===== config.mk =====
export PLATFORM = sky130hd
export DESIGN_NAME = burst_pair_serializer
export DESIGN_NICKNAME = d
export VERILOG_FILES = /design/src/rtl/bps_pkg.sv /design/src/rtl/bps_lane_buf.sv /design/src/rtl/bps_ctrl.sv /design/src/rtl/burst_pair_serializer.sv
export SDC_FILE = /design/constraint.sdc
export NUM_CORES = 1
export LEC_CHECK = 0
export ABC_AREA = 1
export BUFFER_PORTS_ARGS = -buffer_cell sky130_fd_sc_hd__buf_4
export CELL_PAD_IN_SITES_DETAIL_PLACEMENT = 0
export CELL_PAD_IN_SITES_GLOBAL_PLACEMENT = 1
export CORE_UTILIZATION = 47
export CTS_CLUSTER_DIAMETER = 200
export DETAILED_ROUTE_END_ITERATION = 6
export PLACE_DENSITY_LB_ADDON = 0.1
export SYNTH_ARGS = -nofsm -noshare
export SYNTH_HDL_FRONTEND = slang
export SYNTH_SLANG_ARGS = --single-unit

===== constraint.sdc =====
create_clock -name clk -period 3 [get_ports clk]
set_input_delay 0.6 -clock clk [delete_from_list [all_inputs] [get_ports clk]]
set_output_delay 0.6 -clock clk [all_outputs]
set_load 0.05 [all_outputs]

===== src/rtl/bps_pkg.sv =====
package bps_pkg;

    typedef enum logic [0:0] {
        ST_FILL  = 1'b0,
        ST_DRAIN = 1'b1
    } bps_state_e;

    localparam int unsigned LANES = 2;

endpackage


===== src/rtl/bps_lane_buf.sv =====
module bps_lane_buf #(
    parameter int unsigned W     = 12,
    parameter int unsigned DEPTH = 16,
    localparam int unsigned AW   = (DEPTH > 1) ? $clog2(DEPTH) : 1
) (
    input  logic          clk,
    input  logic          we,
    input  logic [AW-1:0] waddr,
    input  logic [W-1:0]  wdata,
    input  logic [AW-1:0] raddr,
    output logic [W-1:0]  rdata
);

    logic [W-1:0] mem [DEPTH];

    always_ff @(posedge clk) begin
        if (we) begin
            mem[waddr] <= wdata;
        end
    end

    assign rdata = mem[raddr];

endmodule


===== src/rtl/bps_ctrl.sv =====
module bps_ctrl
    import bps_pkg::*;
#(
    parameter int unsigned DEPTH  = 16,
    parameter int unsigned DROP_W = 16,
    localparam int unsigned AW    = (DEPTH > 1) ? $clog2(DEPTH) : 1
) (
    input  logic              clk,
    input  logic              rst,
    input  logic              in_valid,
    input  logic              out_ready,
    output logic              wr_en,
    output logic [AW-1:0]     wr_ptr,
    output logic [AW-1:0]     rd_ptr,
    output logic              lane_sel,
    output logic              out_valid,
    output logic              out_last,
    output logic [DROP_W-1:0] drop_count
);

    localparam logic [AW-1:0]     LAST_IDX = AW'(DEPTH - 1);
    localparam logic [DROP_W-1:0] DROP_MAX = '1;

    bps_state_e state_q, state_d;
    logic       handshake;
    logic       final_take;
    logic       fill_done;

    assign handshake  = out_valid && out_ready;
    assign final_take = handshake && out_last;
    assign fill_done  = wr_en && (wr_ptr == LAST_IDX);

    // state register
    always_ff @(posedge clk) begin
        if (rst) begin
            state_q <= ST_FILL;
        end else begin
            state_q <= state_d;
        end
    end

    // transitions
    always_comb begin
        state_d = state_q;
        unique case (state_q)
            ST_FILL:  if (fill_done)  state_d = ST_DRAIN;   // FILL_TO_DRAIN
            ST_DRAIN: if (final_take) state_d = ST_FILL;    // DRAIN_TO_FILL
            default:  state_d = ST_FILL;
        endcase
    end

    // outputs
    always_comb begin
        wr_en     = 1'b0;
        out_valid = 1'b0;
        out_last  = 1'b0;
        unique case (state_q)
            ST_FILL: begin
                wr_en = in_valid;
            end
            ST_DRAIN: begin
                out_valid = 1'b1;
                out_last  = lane_sel && (rd_ptr == LAST_IDX);
            end
            default: ;
        endcase
    end

    // pointers, lane select and drop counter
    always_ff @(posedge clk) begin
        if (rst) begin
            wr_ptr     <= '0;
            rd_ptr     <= '0;
            lane_sel   <= 1'b0;
            drop_count <= '0;
        end else begin
            if (wr_en) begin
                wr_ptr <= fill_done ? '0 : wr_ptr + 1'b1;
            end
            if (handshake) begin
                lane_sel <= ~lane_sel;
                if (lane_sel) begin
                    rd_ptr <= final_take ? '0 : rd_ptr + 1'b1;
                end
            end
            if ((state_q == ST_DRAIN) && in_valid && (drop_count != DROP_MAX)) begin
                drop_count <= drop_count + 1'b1;
            end
        end
    end

    // the falling-edge lane is only ever selected after a rising-edge sample was taken
    assert_lane_order_R4: assert property (@(posedge clk) disable iff (rst)
        $rose(lane_sel) |-> $past(handshake));

    assert_drop_count_R8: assert property (@(posedge clk) disable iff (rst)
        (!wr_en && in_valid && (drop_count != DROP_MAX)) |=> (drop_count == $past(drop_count) + 1'b1));

    assert_no_drop_in_fill_R3: assert property (@(posedge clk) disable iff (rst)
        wr_en |=> $stable(drop_count));

    assert_reset_state_R1: assert property (@(posedge clk)
        rst |=> (!out_valid && (drop_count == '0) && (wr_ptr == '0) && !lane_sel));

endmodule


===== src/rtl/burst_pair_serializer.sv =====
module burst_pair_serializer
    import bps_pkg::*;
#(
    parameter int unsigned SAMPLE_W = 12,
    parameter int unsigned DEPTH    = 16,
    parameter int unsigned DROP_W   = 16,
    localparam int unsigned AW      = (DEPTH > 1) ? $clog2(DEPTH) : 1
) (
    input  logic                  clk,
    input  logic                  rst,
    input  logic [2*SAMPLE_W-1:0] in_word,
    input  logic                  in_valid,
    output logic [SAMPLE_W-1:0]   out_data,
    output logic                  out_valid,
    input  logic                  out_ready,
    output logic                  out_last,
    output logic [DROP_W-1:0]     drop_count
);

    logic                wr_en;
    logic [AW-1:0]       wr_ptr;
    logic [AW-1:0]       rd_ptr;
    logic                lane_sel;
    logic [SAMPLE_W-1:0] lane_rd [LANES];

    bps_ctrl #(
        .DEPTH  (DEPTH),
        .DROP_W (DROP_W)
    ) u_ctrl (
        .clk        (clk),
        .rst        (rst),
        .in_valid   (in_valid),
        .out_ready  (out_ready),
        .wr_en      (wr_en),
        .wr_ptr     (wr_ptr),
        .rd_ptr     (rd_ptr),
        .lane_sel   (lane_sel),
        .out_valid  (out_valid),
        .out_last   (out_last),
        .drop_count (drop_count)
    );

    // lane 0 = rising-edge sample, lane 1 = falling-edge sample
    for (genvar g = 0; g < LANES; g++) begin : g_lane
        bps_lane_buf #(
            .W     (SAMPLE_W),
            .DEPTH (DEPTH)
        ) u_buf (
            .clk   (clk),
            .we    (wr_en),
            .waddr (wr_ptr),
            .wdata (in_word[g*SAMPLE_W +: SAMPLE_W]),
            .raddr (rd_ptr),
            .rdata (lane_rd[g])
        );
    end

    assign out_data = lane_sel ? lane_rd[1] : lane_rd[0];

    assert_stall_hold_R5: assert property (@(posedge clk) disable iff (rst)
        (out_valid && !out_ready) |=> (out_valid && $stable(out_data) && $stable(out_last)));

    assert_last_valid_R6: assert property (@(posedge clk) disable iff (rst)
        out_last |-> out_valid);

    assert_return_fill_R7: assert property (@(posedge clk) disable iff (rst)
        (out_valid && out_ready && out_last) |=> !out_valid);

    assert_no_early_drain_R3: assert property (@(posedge clk) disable iff (rst)
        $rose(out_valid) |-> $past(in_valid));

endmodule


==> metrics.txt, run 1 <==
top-area cell type share of the netlist area=0.6777; simple-gate area share of the yosys netlist=0.2394; worst setup margin=0.08538 ns; most frequent cell after synthesis=nand2_1; I/O pin count=58; worst skew pair latency=0.55 ns; dpl ws=0.5223 ns; mux share of post-synthesis cell area=0; final hold violations=0; Initial Util=0.4783; CTS tree=built; cts bufs inserted=44; RSZ-0062 raised after global routing=no; Period minus WS final=2.915 ns; CP endpoint=out_data[6]; final slew viol count=0; overall die width=192.3 µm; Comb power frac=0.031; slowest stage delay, CP=0.40 ns; CTS clk-pin slew, worst paths=0.06 ns; multi-input gate area in the final layout=4469 µm²; Worst Hold Path Cells=1; final worst path period share=0.9715; Sw Share=0.2060; CP Capture Type=primary output; Layout Nets=1654; CTS max path bufs=3; measured slew at the worst slew-check pin=0.8326 ns; Sequential Power Share=0.541; Final Util=0.5636; Sequential Area=12140 µm²; GP Congestion=0.7658; Yosys cell types=29; NetSw=2.432 mW; Lkg Pwr=7.368 nW; FF+latch count, synth=414; most common library cells after synthesis=611 x nand2_1, 384 x edfxtp_1, 302 x nand3_1; worst-path fanout max=27; sequential share of the synthesized area=0.7130; Synth Instances=1538; Hold-fix buffers, CTS=0; worst vdd ir=0.0004600 V; Cell Count, Final, Fillers Out=2115; GRT Total Usage=0.2539; mean post-synth cell area=11.06 µm²; Crit path top cell by count=nand2_1; adder-cell share of the synthesized area=0.004412; CTS Root Buffer Type=clkbuf_16; core footprint=35570 µm²; vias post-DR=11495; worst min path class=in2reg; Syn. warnings=0; worst clock skew=0.01099 ns; R2R depth=5; reg-to-reg critical path startpoint=u_ctrl.lane_sel$_SDFFE_PP0N_; Setup Crit Path Kind=reg2out; Die Footprint=36960 µm²; Internal=9.374 mW; setup TNS=0 ns; CP max-delay cell=dfxtp_4; Die Y=192.3 µm; fill cell count=3034; drc violations=0; Via-to-Cell Ratio=5.435; post-DP HPWL=24.10 mm; relative slew slack=0.4443; vias in the first global route=10710; share of layout cells above drive strength 1=0.1295; Synthesized Nets=1572; first-pass GRT wire length=67.50 mm; Detailed Route Iter0 Violations=993; r2r setup slk=0.94 ns; max-cap violations=0; status=completed; Post-synth EDFFs=384; Post-Syn Area=17010 µm²; initial antenna violation count=2; IO buf count=57; antenna viol nets, final=0; pwr dens=589.0 nW/µm²; Synth area leaders=edfxtp_1 68%, nand2_1 13%, nand3_1 8.9%, dfxtp_1 3.5%, buf_2 1.5%; Routed WL=46.48 mm; crit path cell chain=buf_4, buf_4, clkbuf_16, nand2_1, nand3_1, nand3_1, nand2_1, nand2_1, nand2_1, nand2_1, nand2_1, buf_4; drt first pass iters=5; ys async rst share=0; Rows=69; Worst EP required=2.40 ns; Clock Power Share=0.428; Synth area leader=edfxtp_1; placed insts=2016; WP data arrival=2.31 ns; post-route cell area=20050 µm²; Compound-Gate Fraction of Synth Area=0.008384; Setup-failing EPs final=0; clk sinks=414; crit start category=register; P&R area growth vs syn=17.82%; Top FF cell, synth=edfxtp_1; CTS H-Tree Depth=2; grt ovf=0; pin count of the biggest net entering global routing=97; XOR/XNOR Fraction of Synth Area=0.002574; Area after DPL=18250 µm²; fmax=343.1 MHz; main combinational cell family by area after synthesis=simple AND/OR/NAND/NOR gates; Routed wire per std cell=21.98 µm
## timing repair
item,4_1_cts,5_1_grt
endpoints found under the setup margin,9,12
cloned,2,8
buffers inserted,0,9
resized for setup,9,40
## critical path, delay by kind of cell, from the launching register on
family	cells	cell delay (ns)
simple gates	8	0.69
flops	1	0.40
buf+inv	4	0.67
## worst min-delay path by stage
stage | end | start
final | g_lane[1].u_buf.mem[2][1]$_DFFE_PP_ | in_word[13]
after global routing | g_lane[0].u_buf.mem[4][6]$_DFFE_PP_ | in_word[6]
after CTS | g_lane[1].u_buf.mem[15][11]$_DFFE_PP_ | in_word[23]
after detailed placement | u_ctrl.drop_count[7]$_SDFFE_PP0P_ | u_ctrl.drop_count[7]$_SDFFE_PP0P_
after global placement | u_ctrl.drop_count[5]$_SDFFE_PP0P_ | u_ctrl.drop_count[5]$_SDFFE_PP0P_
after floorplan | u_ctrl.wr_ptr[2]$_SDFFE_PP0P_ | u_ctrl.wr_ptr[2]$_SDFFE_PP0P_
## logic make-up (layout without fill, tap and decap cells)
family,after synthesis,in the layout
AND/OR/NAND/NOR,973,973
flip-flops,414,414
buffers and inverters,114,229
AO/OA/AOI/OAI,26,26
adder cells (fa/ha/maj),6,6
XOR/XNOR,5,5
other,0,1
## per-stage QoR
step	total power [mW]	hold WS [ns]
4_1_cts	11.87	0.3232
6_report	11.81	0.3427
2_1_floorplan	6.660	0.4831
3_5_place_dp	6.861	0.5220
5_1_grt	12.13	0.3400
3_3_place_gp	6.856	0.5220
## power by group through the flow
stage / Clock, mW / Sequential, mW / Combinational, mW
final: 5.06 / 6.39 / 0.365
after floorplan: 0 / 6.51 / 0.150
after CTS: 5.13 / 6.39 / 0.355
after global placement: 0 / 6.51 / 0.350
after detailed placement: 0 / 6.51 / 0.354
after global routing: 5.35 / 6.39 / 0.397
## layout by cell type (no fill, tap or decap), types with 3 or more instances in the layout
| cell | count |
|---|---|
| nand2_1 | 602 |
| edfxtp_1 | 384 |
| nand3_1 | 302 |
| buf_4 | 75 |
| clkbuf_16 | 51 |
| dfxtp_1 | 27 |
| nor2_1 | 26 |
| inv_1 | 25 |
| a21oi_1 | 17 |
| buf_12 | 17 |
| nor2_4 | 15 |
| buf_6 | 14 |
| clkinv_1 | 13 |
| clkinv_2 | 11 |
| nand2_2 | 10 |
| clkbuf_1 | 10 |
| ha_1 | 6 |
| buf_16 | 6 |
| nand4_1 | 5 |
| nor3_1 | 5 |
| o21ai_0 | 5 |
| nor2_2 | 4 |
| xor2_1 | 3 |
## per-layer routing
layer	wire, µm	vias up	track usage
li1	-	5481	-
met1	20230	5613	0.3430
met2	22320	323	0.4180
met3	2690	76	0.04201
met4	1221	2	0.08419
met5	13	-	0
## sequential cells by signal, summed over array words and instances, names as in the netlist, named ones only
name / flops
u_ctrl.wr_ptr: 4
u_ctrl.rd_ptr: 4
u_ctrl.lane_sel: 1
g_lane.u_buf.mem: 384
u_ctrl.state_q: 1
u_ctrl.drop_count: 16
## layout make-up
cell class / count / share of cell area
Inverter: 29 / 0.006179
Tap cell: 461 / 0.02877
Sequential cell: 414 / 0.6056
Timing Repair inverter: 2 / 0.0009987
Multi-Input combinational cell: 1010 / 0.2230
Clock inverter: 24 / 0.007865
Timing Repair Buffer: 119 / 0.06941
Antenna cell: 1 / 0.0001248
Clock buffer: 55 / 0.05805
Power figures use the tool's default switching activity.
==> run 2, diff against run 1 <==
--- a/config.mk
+++ b/config.mk
@@ -15,4 +15,5 @@
 export PLACE_DENSITY_LB_ADDON = 0.1
 export SYNTH_ARGS = -nofsm -noshare
 export SYNTH_HDL_FRONTEND = slang
+export SYNTH_HIERARCHICAL = 1
 export SYNTH_SLANG_ARGS = --single-unit
==> run 2 against run 1 <==
Synthesized cell count rose by 21%. Critical endpoint is now out_data[0]. Clock-buffer cell count fell by 3. Design area grew 6.9%. Utilization grew 0.15 points. Die area is 7.2% higher. Hold slack lost 0.050 ns. Non-clock buffer count up 3. Global-route usage shrank 2.2 points. Maximum frequency decreased by 0.56%. Setup slack worse by 0.016 ns. Via count rose by 9.8%. Routed wire length is 2.0% lower.
==> metrics.txt, run 2 <==
status=completed; WP data arrival=2.33 ns; post-DP HPWL=25.38 mm; Antenna Cells=0; crit path buf inv count=3; pwr dens=585.8 nW/µm²; worst vdd ir=0.0003619 V; clk sinks=410; Detailed Route Iter0 Violations=892; slowest stage delay, CP=0.48 ns; worst clock skew=0.01057 ns; GRT Total Usage=0.2320; cell depth of the worst setup path=11; max-cap violations=0; r2r setup slk=1.01 ns; Via-to-Cell Ratio=5.042; initial antenna violation count=0; grt ovf=0; Worst EP required=2.40 ns; core footprint=37930 µm²; crit path launch=u_ctrl/rd_ptr[0]$_SDFFE_PP0P_; crit path cell chain=buf_12, buf_16, nand2_1, nand2_1, nand2_1, nand3_1, nand3_1, nand2_2, nand2_1, nand2_2, buf_8; worst-path fanout max=25; vias post-DR=12620; CTS tree=built; final hold violations=0; Post-synth EDFFs=384; Period minus WS final=2.931 ns; Setup-failing EPs final=0; Rows=71; CTS clk-pin slew, worst paths=0.06 ns; drt first pass iters=5; Routed WL=45.57 mm; Synth area leaders=edfxtp_1 63%, nand2_1 12%, nand3_1 8.4%, inv_1 6.6%, dfxtp_1 2.9%; first-pass GRT wire length=68.43 mm; most frequent cell after synthesis=nand2_1; largest register by flop count=g_lane.u_buf/mem; Layout Nets=1987; ys async rst share=0; CTS Root Buffer Type=clkbuf_16; worst skew pair latency=0.56 ns; final slew viol count=0; Syn. warnings=6; reg-to-reg critical path startpoint=u_ctrl/state_q$_SDFF_PP0_; CP Capture Type=primary output; Die Y=199.1 µm; Total Power=12.56 mW; Crit path top cell by count=nand2_1; cts bufs inserted=45; setup TNS=0 ns; CP max-delay cell=dfxtp_4; relative slew slack=0.4866; GP Congestion=0.7951; IO buf count=57; Synth area leader=edfxtp_1; most common cell after layout, fill and taps aside=nand2_1; Hold-fix buffers, CTS=0; CTS max path bufs=3; Largest regs=g_lane.u_buf/mem x384, u_ctrl/drop_count x16; Setup Crit Path Kind=reg2out; CTS H-Tree Depth=2; Yosys cell types=27; Post-Syn Area=18250 µm²; worst min path class=in2reg; share of layout cells above drive strength 1=0.1185; FF+latch count, synth=410; mean post-synth cell area=9.776 µm²; CP endpoint=out_data[0]; commonest cells after routing, fill and taps aside=588 x nand2_1, 384 x edfxtp_1, 321 x inv_1; most common library cells after synthesis=600 x nand2_1, 384 x edfxtp_1, 323 x inv_1; overall die width=199.1 µm; Top FF cell, synth=edfxtp_1; RR Endpoint=g_lane[1].u_buf/mem[8][4]$_DFFE_PP_; R2R depth=4; max FFs per register=384; Die Footprint=39630 µm²; pin count of the biggest net entering global routing=53; Routed wire per std cell=18.20 µm; Synth Instances=1867; RSZ-0062 raised after global routing=yes; sequential share of the synthesized area=0.6603; Synthesized Nets=1898; hold slack=0.2932 ns; crit start category=register; P&R area growth vs syn=17.44%; CP top delay family=simple AND/OR/NAND/NOR gates; I/O pin count=58; Final Util=0.5651; Lkg Pwr=9.122 nW; fmax=341.2 MHz; antenna viol nets, final=0; drc violations=0; final worst path period share=0.9770; Initial Util=0.4812; measured slew at the worst slew-check pin=0.7691 ns; top-area cell type share of the netlist area=0.6318; vias in the first global route=11871
## run 2: cell count changes after synthesis, sizes merged, moves of 2 or more
cell    change
clkbuf      -4
dfxtp       -4
ha          -3
inv       +303
nand2       -6
nand3       +7
nand3b      +3
nor2       +36
nor3b       +2
nor4        -2
o21ai       +2
xor2        -3
## run 2: cells by family (layout without fill, tap and decap cells)
logic type      after synthesis  count (layout)  synth area share
buf+inv                     412             537           0.09467
xor+xnor                      2               2         0.0009599
simple gates               1012            1012            0.2340
fa+ha+maj                     3               3          0.002057
flops                       410             410            0.6603
compound gates               28              28          0.008020
## run 2: worst min-delay path by stage
stage,start,end,slack [ns],cells after the start
after floorplan,u_ctrl/rd_ptr[0]$_SDFFE_PP0P_,u_ctrl/rd_ptr[0]$_SDFFE_PP0P_,0.47,1
final,rst,u_ctrl/rd_ptr[1]$_SDFFE_PP0P_,0.29,2
after detailed placement,u_ctrl/drop_count[0]$_SDFFE_PP0P_,u_ctrl/drop_count[0]$_SDFFE_PP0P_,0.52,2
after CTS,rst,u_ctrl/rd_ptr[1]$_SDFFE_PP0P_,0.25,2
after global routing,rst,u_ctrl/drop_count[0]$_SDFFE_PP0P_,0.29,2
after global placement,u_ctrl/drop_count[15]$_SDFFE_PP0P_,u_ctrl/drop_count[15]$_SDFFE_PP0P_,0.51,2
## run 2: layout make-up
class	count	area, µm²
fillers	3317	16500
flip-flops and latches	410	12060
multi-input cells	1045	4513
repair buffers	122	1376
inverters	331	1265
clock buffers	52	1195
well taps	511	639.4
clock inverters	31	379.1
repair inverters	1	7.507
## run 2: stage by stage
step / cells / instance area (µm²) / setup WS, ns
final: 2503 / 21440 / 0.06910
after global routing: 2503 / 21440 / -0.03698
after CTS: 2491 / 21130 / -0.004276
after detailed placement: 2400 / 19310 / 0.4352
after global placement: 2400 / 19310 / 0.4397
after floorplan: 1867 / 18250 / 0.8508
## run 2: per-layer routing
layer,track usage,up-vias,wire [µm]
met5,0,-,0
met4,0.06011,0,617
met3,0.03291,47,2765
met2,0.3704,370,21170
met1,0.3333,6017,21010
li1,-,6186,-
## run 2: worst register-to-register path, cell delays in order, from the launching register on
cell and delay (ns):
dfxtp_1 0.40, nor2_2 0.41, nand3b_1 0.22, nor2_1 0.36, buf_4 0.29
## run 2: repair_timing
| action | CTS | global route |
|---|---|---|
| cloned | 6 | 8 |
| endpoints found under the setup margin | 12 | 13 |
| hold endpoints to repair | 0 | 0 |
| resized for setup | 16 | 32 |
| buffers inserted | 2 | 4 |
| pin swaps | 1 | 4 |
## run 2: power breakdown
group / total, mW / internal, mW / leakage, nW / switching (mW)
clock network: 5.86 / 3.62 / 0.783 / 2.24
logic: 0.363 / 0.103 / 4.66 / 0.260
registers: 6.33 / 6.31 / 3.68 / 0.0184
total: 12.6 / 10.0 / 9.12 / 2.52
